--- src/rtl/atm_cell_delineator.sv ---
module atm_cell_delineator #(
  parameter int ALPHA = 7,
  parameter int DELTA = 6,
  parameter int CNT_W = 16
) (
  input  logic             clk,
  input  logic             rst_n,
  input  logic             in_valid,
  input  logic [7:0]       in_data,
  input  logic [1:0]       cfg_dscr_mode,
  input  logic             cfg_coset_en,
  input  logic             cfg_correct_en,
  input  logic             cfg_drop_errored,
  input  logic             cfg_drop_idle,
  input  logic             cfg_drop_unassigned,
  input  logic             cfg_drop_invalid,
  input  logic             cfg_drop_match,
  input  logic             cfg_match_only,
  input  logic [31:0]      cfg_hdr_value,
  input  logic [31:0]      cfg_hdr_mask,
  input  logic             cfg_hec_keep,
  input  logic             cnt_latch,
  output logic             out_valid,
  output logic [7:0]       out_data,
  output logic             out_sof,
  output logic             out_eof,
  output logic [1:0]       sync_state,
  output logic [CNT_W-1:0] corr_count,
  output logic [CNT_W-1:0] uncorr_count
);
  localparam int RUN_W = $clog2((ALPHA > DELTA) ? ALPHA : DELTA) + 1;
  localparam logic [RUN_W-1:0] RUN_ONE = 1;
  localparam logic [CNT_W-1:0] CNT_ONE = 1;
  localparam logic [1:0] ST_HUNT = 2'd0, ST_PRE = 2'd1, ST_SYNC = 2'd2;

  logic [1:0]       state;
  logic [5:0]       pos;
  logic [2:0]       fill;
  logic [4:0][7:0]  sr;
  logic [42:0]      dhist;
  logic [RUN_W-1:0] run;
  logic             corr_mode, accept;
  logic [CNT_W-1:0] cnt_corr, cnt_unc;
  logic [39:0]      flip;

  function automatic logic [7:0] crc8(input logic [31:0] d);
    logic [7:0] c;
    c = 8'h00;
    for (int i = 31; i >= 0; i--) begin
      if (c[7] ^ d[i]) c = {c[6:0], 1'b0} ^ 8'h07;
      else             c = {c[6:0], 1'b0};
    end
    return c;
  endfunction

  wire        pay_pos  = (state != ST_HUNT) && (pos >= 6'd5);
  wire        ds_all   = cfg_dscr_mode[1];
  wire        ds_on    = ds_all || (cfg_dscr_mode[0] && pay_pos);
  wire        hist_upd = ds_all || pay_pos;
  wire [7:0]  din      = ds_on ? (in_data ^ dhist[42:35]) : in_data;
  wire [31:0] hdr_rx   = {sr[3], sr[2], sr[1], sr[0]};
  wire [7:0]  syn      = crc8(hdr_rx) ^ (cfg_coset_en ? 8'h55 : 8'h00) ^ din;
  wire        hec_ok   = (syn == 8'h00);
  wire        check    = in_valid && (fill == 3'd4) && (state == ST_HUNT || pos == 6'd4);

  always_comb begin
    flip = '0;
    for (int k = 0; k < 32; k++)
      if (crc8(32'd1 << k) == syn) flip[k+8] = 1'b1;
    for (int j = 0; j < 8; j++)
      if (syn == (8'd1 << j)) flip[j] = 1'b1;
  end

  wire        do_fix  = (state == ST_SYNC) && cfg_correct_en && corr_mode && !hec_ok && (|flip);
  wire        bad_unc = !hec_ok && !do_fix;
  wire        lose    = (state == ST_SYNC) && bad_unc && (run == RUN_W'(ALPHA - 1));
  wire [39:0] cw      = {hdr_rx, din} ^ (do_fix ? flip : 40'd0);
  wire [31:0] hdr     = cw[39:8];
  wire        vc_zero = (hdr[27:4] == 24'd0);
  wire        is_idle = (hdr == 32'h0000_0001);
  wire        is_unas = vc_zero && !hdr[0];
  wire        is_inv  = vc_zero && hdr[0] && !is_idle;
  wire        is_mat  = ((hdr ^ cfg_hdr_value) & cfg_hdr_mask) == 32'd0;
  wire        cls_drop = cfg_match_only ? !is_mat :
                         ((is_idle && cfg_drop_idle) || (is_unas && cfg_drop_unassigned) ||
                          (is_inv && cfg_drop_invalid) || (is_mat && cfg_drop_match));
  wire        drop    = cls_drop || (bad_unc && cfg_drop_errored);
  wire [5:0]  idx     = (pos >= 6'd5) ? pos - 6'd5 : pos + 6'd48;

  always_ff @(posedge clk or negedge rst_n) begin
    if (!rst_n) begin
      state <= ST_HUNT; pos <= '0; fill <= '0; sr <= '0; dhist <= '0;
      run <= '0; corr_mode <= 1'b0; accept <= 1'b0;
      out_valid <= 1'b0; out_data <= '0; out_sof <= 1'b0; out_eof <= 1'b0;
    end else if (in_valid) begin
      if (fill != 3'd4) fill <= fill + 3'd1;
      if (hist_upd) dhist <= {dhist[34:0], in_data};
      out_valid <= accept && !(idx == 6'd4 && !cfg_hec_keep);
      out_data  <= sr[4];
      out_sof   <= accept && (idx == 6'd0);
      out_eof   <= accept && (idx == 6'd52);
      pos <= (pos == 6'd52) ? 6'd0 : pos + 6'd1;
      if (check) begin
        sr     <= cw;
        accept <= (state == ST_SYNC) && !lose && !drop;
        case (state)
          ST_HUNT: if (hec_ok) begin state <= ST_PRE; run <= '0; pos <= 6'd5; end
          ST_PRE: begin
            if (!hec_ok) state <= ST_HUNT;
            else if (run == RUN_W'(DELTA - 1)) begin
              state <= ST_SYNC; run <= '0; corr_mode <= 1'b1;
            end else run <= run + RUN_ONE;
          end
          default: begin
            corr_mode <= hec_ok;
            if (!bad_unc) run <= '0;
            else if (lose) begin state <= ST_HUNT; run <= '0; end
            else run <= run + RUN_ONE;
          end
        endcase
      end else begin
        sr <= {sr[3:0], din};
      end
    end else begin
      out_valid <= 1'b0; out_sof <= 1'b0; out_eof <= 1'b0;
    end
  end

  wire inc_c = check && do_fix;
  wire inc_u = check && (state == ST_SYNC) && bad_unc;

  always_ff @(posedge clk or negedge rst_n) begin
    if (!rst_n) begin
      cnt_corr <= '0; cnt_unc <= '0; corr_count <= '0; uncorr_count <= '0;
    end else if (cnt_latch) begin
      corr_count <= cnt_corr; uncorr_count <= cnt_unc;
      cnt_corr <= inc_c ? CNT_ONE : '0;
      cnt_unc  <= inc_u ? CNT_ONE : '0;
    end else begin
      if (inc_c && cnt_corr != '1) cnt_corr <= cnt_corr + CNT_ONE;
      if (inc_u && cnt_unc != '1)  cnt_unc  <= cnt_unc + CNT_ONE;
    end
  end

  assign sync_state = state;
endmodule

--- config.mk ---
export PLATFORM = sky130hd
export DESIGN_NAME = atm_cell_delineator
export DESIGN_NICKNAME = d
export VERILOG_FILES = /design/src/rtl/atm_cell_delineator.sv
export SDC_FILE = /design/constraint.sdc
export NUM_CORES = 1
export LEC_CHECK = 0
export ABC_AREA = 1
export BUFFER_PORTS_ARGS = -buffer_cell sky130_fd_sc_hd__buf_2
export CAP_MARGIN = 10
export CORE_ASPECT_RATIO = 1.2
export CORE_MARGIN = 3
export CORE_UTILIZATION = 50
export CTS_CLUSTER_DIAMETER = 200
export CTS_CLUSTER_SIZE = 30
export DETAILED_ROUTE_END_ITERATION = 16
export HOLD_SLACK_MARGIN = 0.02
export PLACE_DENSITY = 0.7
export SKIP_LAST_GASP = 1
export SYNTH_ARGS = -nofsm -noshare
export SYNTH_HDL_FRONTEND = slang
export SYNTH_SLANG_ARGS = --single-unit
--- constraint.sdc ---
create_clock -name clk -period 8.2 [get_ports clk]
set_clock_uncertainty 0.2 [all_clocks]
set_input_delay 0.82 -clock clk [delete_from_list [all_inputs] [get_ports clk]]
set_output_delay 0.82 -clock clk [all_outputs]
set_load 0.1 [all_outputs]
==> impl_metrics.csv <==
group,metric,value,unit
worst_setup_path,required,8350,ps
logic_synthesis,ys_ff_latch,175,
clock_tree,holdBufCountCts,0,
layout,n_antenna_cell,0,
logic_synthesis,avgSynthCellArea,7.03,um2
route,drt_iter0_markers,806,
sta,min_period_over_period,79.9,%
logic_synthesis,synth_ff_type,"dfrtp_1",
logic_synthesis,synth_warnings,0,
clock_tree,cts_made_buffers,17,
min_path,hp-class,"primary input to async pin",
logic_synthesis,syn_inst,1687,
sta,relSlewSlack,36.0,%
sta,fin_crit,6550,ps
global_route,grt_usage,27.8,%
placement,dpl_cell_area,0.0127,mm2
clock_tree,cts_sinks,175,
worst_setup_path,path_class,"flip-flop to flip-flop",
die,start_util,50.9,%
worst_setup_path,worstPathArrival,6700,ps
sta,setup_viol,0,
layout,final_common_cell,"nand2_1",
die,die_h,175,um
clock_tree,worstSkewPairLatency,440,ps
clock_tree,cts.clk_slew.worst_paths,80,ps
die,row_count,61,
global_route,overflow,0,
sta,worst_pin_slew,960,ps
worst_setup_path,crit_top_cell,"nand2_1",
worst_setup_path,crit_slowest_cell,"nand3_2",
clock_tree,post_cts_resized,0,
sta,max_freq,153,MHz
logic_synthesis,ys_seq_area_share,36.9,%
route,final_antenna_net_count,0,
clock_tree,postCtsSetupBuffers,0,
worst_setup_path,crit_path_start_kind,"flip-flop",
route,routed_via_density,5.48,
clock_tree,cts.htree.levels,4,
clock_tree,clockBufferDepth,2,
status,status,"completed",
route,routedWlPerCell,16.6,um
logic_synthesis,yosysUniqueCellTypes,49,
route,drcViolationCount,0,
worst_setup_path,endpoint_kind,"flip-flop",
die,pin_count,132,
logic_synthesis,netlist_area,0.0119,mm2
clock_tree,cts_tree,"built",
route,route.vias.total,11600,
clock_tree,root_buffer,"clkbuf_16",
placement,hpwl,27.3,mm
die,die_w,147,um
job,maxCapViolations,0,
layout,fin_nets,1894,
global_route,grt_max_degree,80,
worst_setup_path,crit_fanout,44,
worst_setup_path,r2r_setup_slack,1650,ps
layout,final_area,0.0133,mm2
sta,rsz0062_at_grt,"no",
logic_synthesis,synthArstFlopShare,100,%
global_route,grt_pass1_wl,57.2,mm
logic_synthesis,synth_edf_count,0,
logic_synthesis,syn_nets,1788,
route,drt-pass1-iter-count,7,
layout,fillers,2257,
die,die-area,0.0256,mm2
layout,most-common-layout-cells,"nand2_1, inv_1, nand3_1",
placement,gp_congestion,1.01,
global_route,antenna_found_initial,0,
die,core_area,0.0233,mm2
worst_setup_path,cpPeakStageDelay,660,ps
sta,tns,0,ps
global_route,grt_pass1_vias,11100,
route,wl,35.2,mm
layout,drive_above_1_share,16.2,%
placement,portBuffers,131,
sta,finalHoldViolCount,0,
sta,slew_violations,0,
layout,area_growth,12.6,%
==> flip-flops by register name, summed over array words and instances, names as in the netlist <==
signal        cells
corr_mode         1
out_data          8
corr_count       16
pos               6
hdr_rx           32
accept            1
uncorr_count     16
sync_state        2
out_eof           1
fill              3
out_valid         1
cnt_corr         16
dhist            43
out_sof           1
run               4
cnt_unc          16
sr                8
==> logic make-up after synthesis <==
logic type,count (synthesis),share of synthesized area (%)
XOR/XNOR,33,2.44
multiplexers,42,3.99
adder cells (fa/ha/maj),14,1.48
AND/OR/NAND/NOR,939,36.5
AO/OA/AOI/OAI,207,9.26
flip-flops,175,36.9
buffers and inverters,277,9.41
==> critical path, delay by kind of cell, from the launching register on <==
family,cells,cell delay [ps]
compound gates,2,360
buf+inv,6,1060
flops,1,400
xor+xnor,3,670
fa+ha+maj,1,260
simple gates,22,3510
==> final timing paths <==
check,depth (start not counted),startpoint,end
worst min-delay path,1,rst_n,out_valid
min in group clk,2,out_data[0],out_data[0]
worst max-delay path,34,pos[4],cnt_unc[15]
max in group asynchronous,2,rst_n,cnt_unc[3]
worst max register to register,34,pos[4],cnt_unc[15]
worst min register to register,2,out_data[0],out_data[0]
==> synthesized netlist by cell type (all sizes together) (2+ instances only) <==
| library cell | n | area share, % |
|---|---|---|
| buf | 21 | 1.3 |
| clkbuf | 33 | 1.0 |
| o211ai | 2 | 0.13 |
| ha | 14 | 1.5 |
| nor3 | 25 | 1.3 |
| o22ai | 4 | 0.21 |
| nand3b | 27 | 1.7 |
| a21oi | 87 | 3.7 |
| a22oi | 3 | 0.19 |
| a211oi | 4 | 0.25 |
| or2 | 3 | 0.16 |
| nand3 | 206 | 9.1 |
| dfrtp | 175 | 37 |
| xnor2 | 6 | 0.44 |
| xor2 | 27 | 2.0 |
| and3 | 2 | 0.11 |
| mux2 | 42 | 4.0 |
| inv | 220 | 7.0 |
| o21ai | 96 | 4.1 |
| a31oi | 4 | 0.21 |
| nand4 | 55 | 2.9 |
| nor2 | 104 | 3.9 |
| nand2 | 509 | 17 |
| nor4 | 5 | 0.26 |
| clkinv | 3 | 0.095 |
==> per-stage QoR <==
step | setup slack, ps | cells | util, % | hold slack (ps)
after CTS | 1660 | 2121 | 57.3 | 82.5
after floorplan | 3590 | 1687 | - | 233
final | 1650 | 2121 | 57.3 | 81.8
after detailed placement | 1700 | 2089 | 54.6 | 253
after global placement | 1770 | 2089 | 54.6 | 249
after global routing | 909 | 2121 | 57.3 | 95.1
==> layer usage <==
| layer | vias to the layer above | GRT usage [%] | wire length, um |
|---|---|---|---|
| met4 | 0 | 13.3 | 1560 |
| li1 | 5730 | - | - |
| met5 | - | 0 | 0 |
| met3 | 78 | 4.05 | 1910 |
| met1 | 5403 | 35.0 | 14700 |
| met2 | 406 | 47.1 | 17000 |
==> cell type report <==
class	instances	area (um2)	share of cell area, %
sequential	175	4380	32.8
timing repair buffer	141	737	5.52
clock buffer	17	425	3.19
tap	315	394	2.95
multi-input combinational	1235	6370	47.7
inverter	223	837	6.27
clock inverter	15	205	1.54
Power is not shown: default switching activity piles up to over one toggle a cycle in this logic, so the estimate is an artifact.
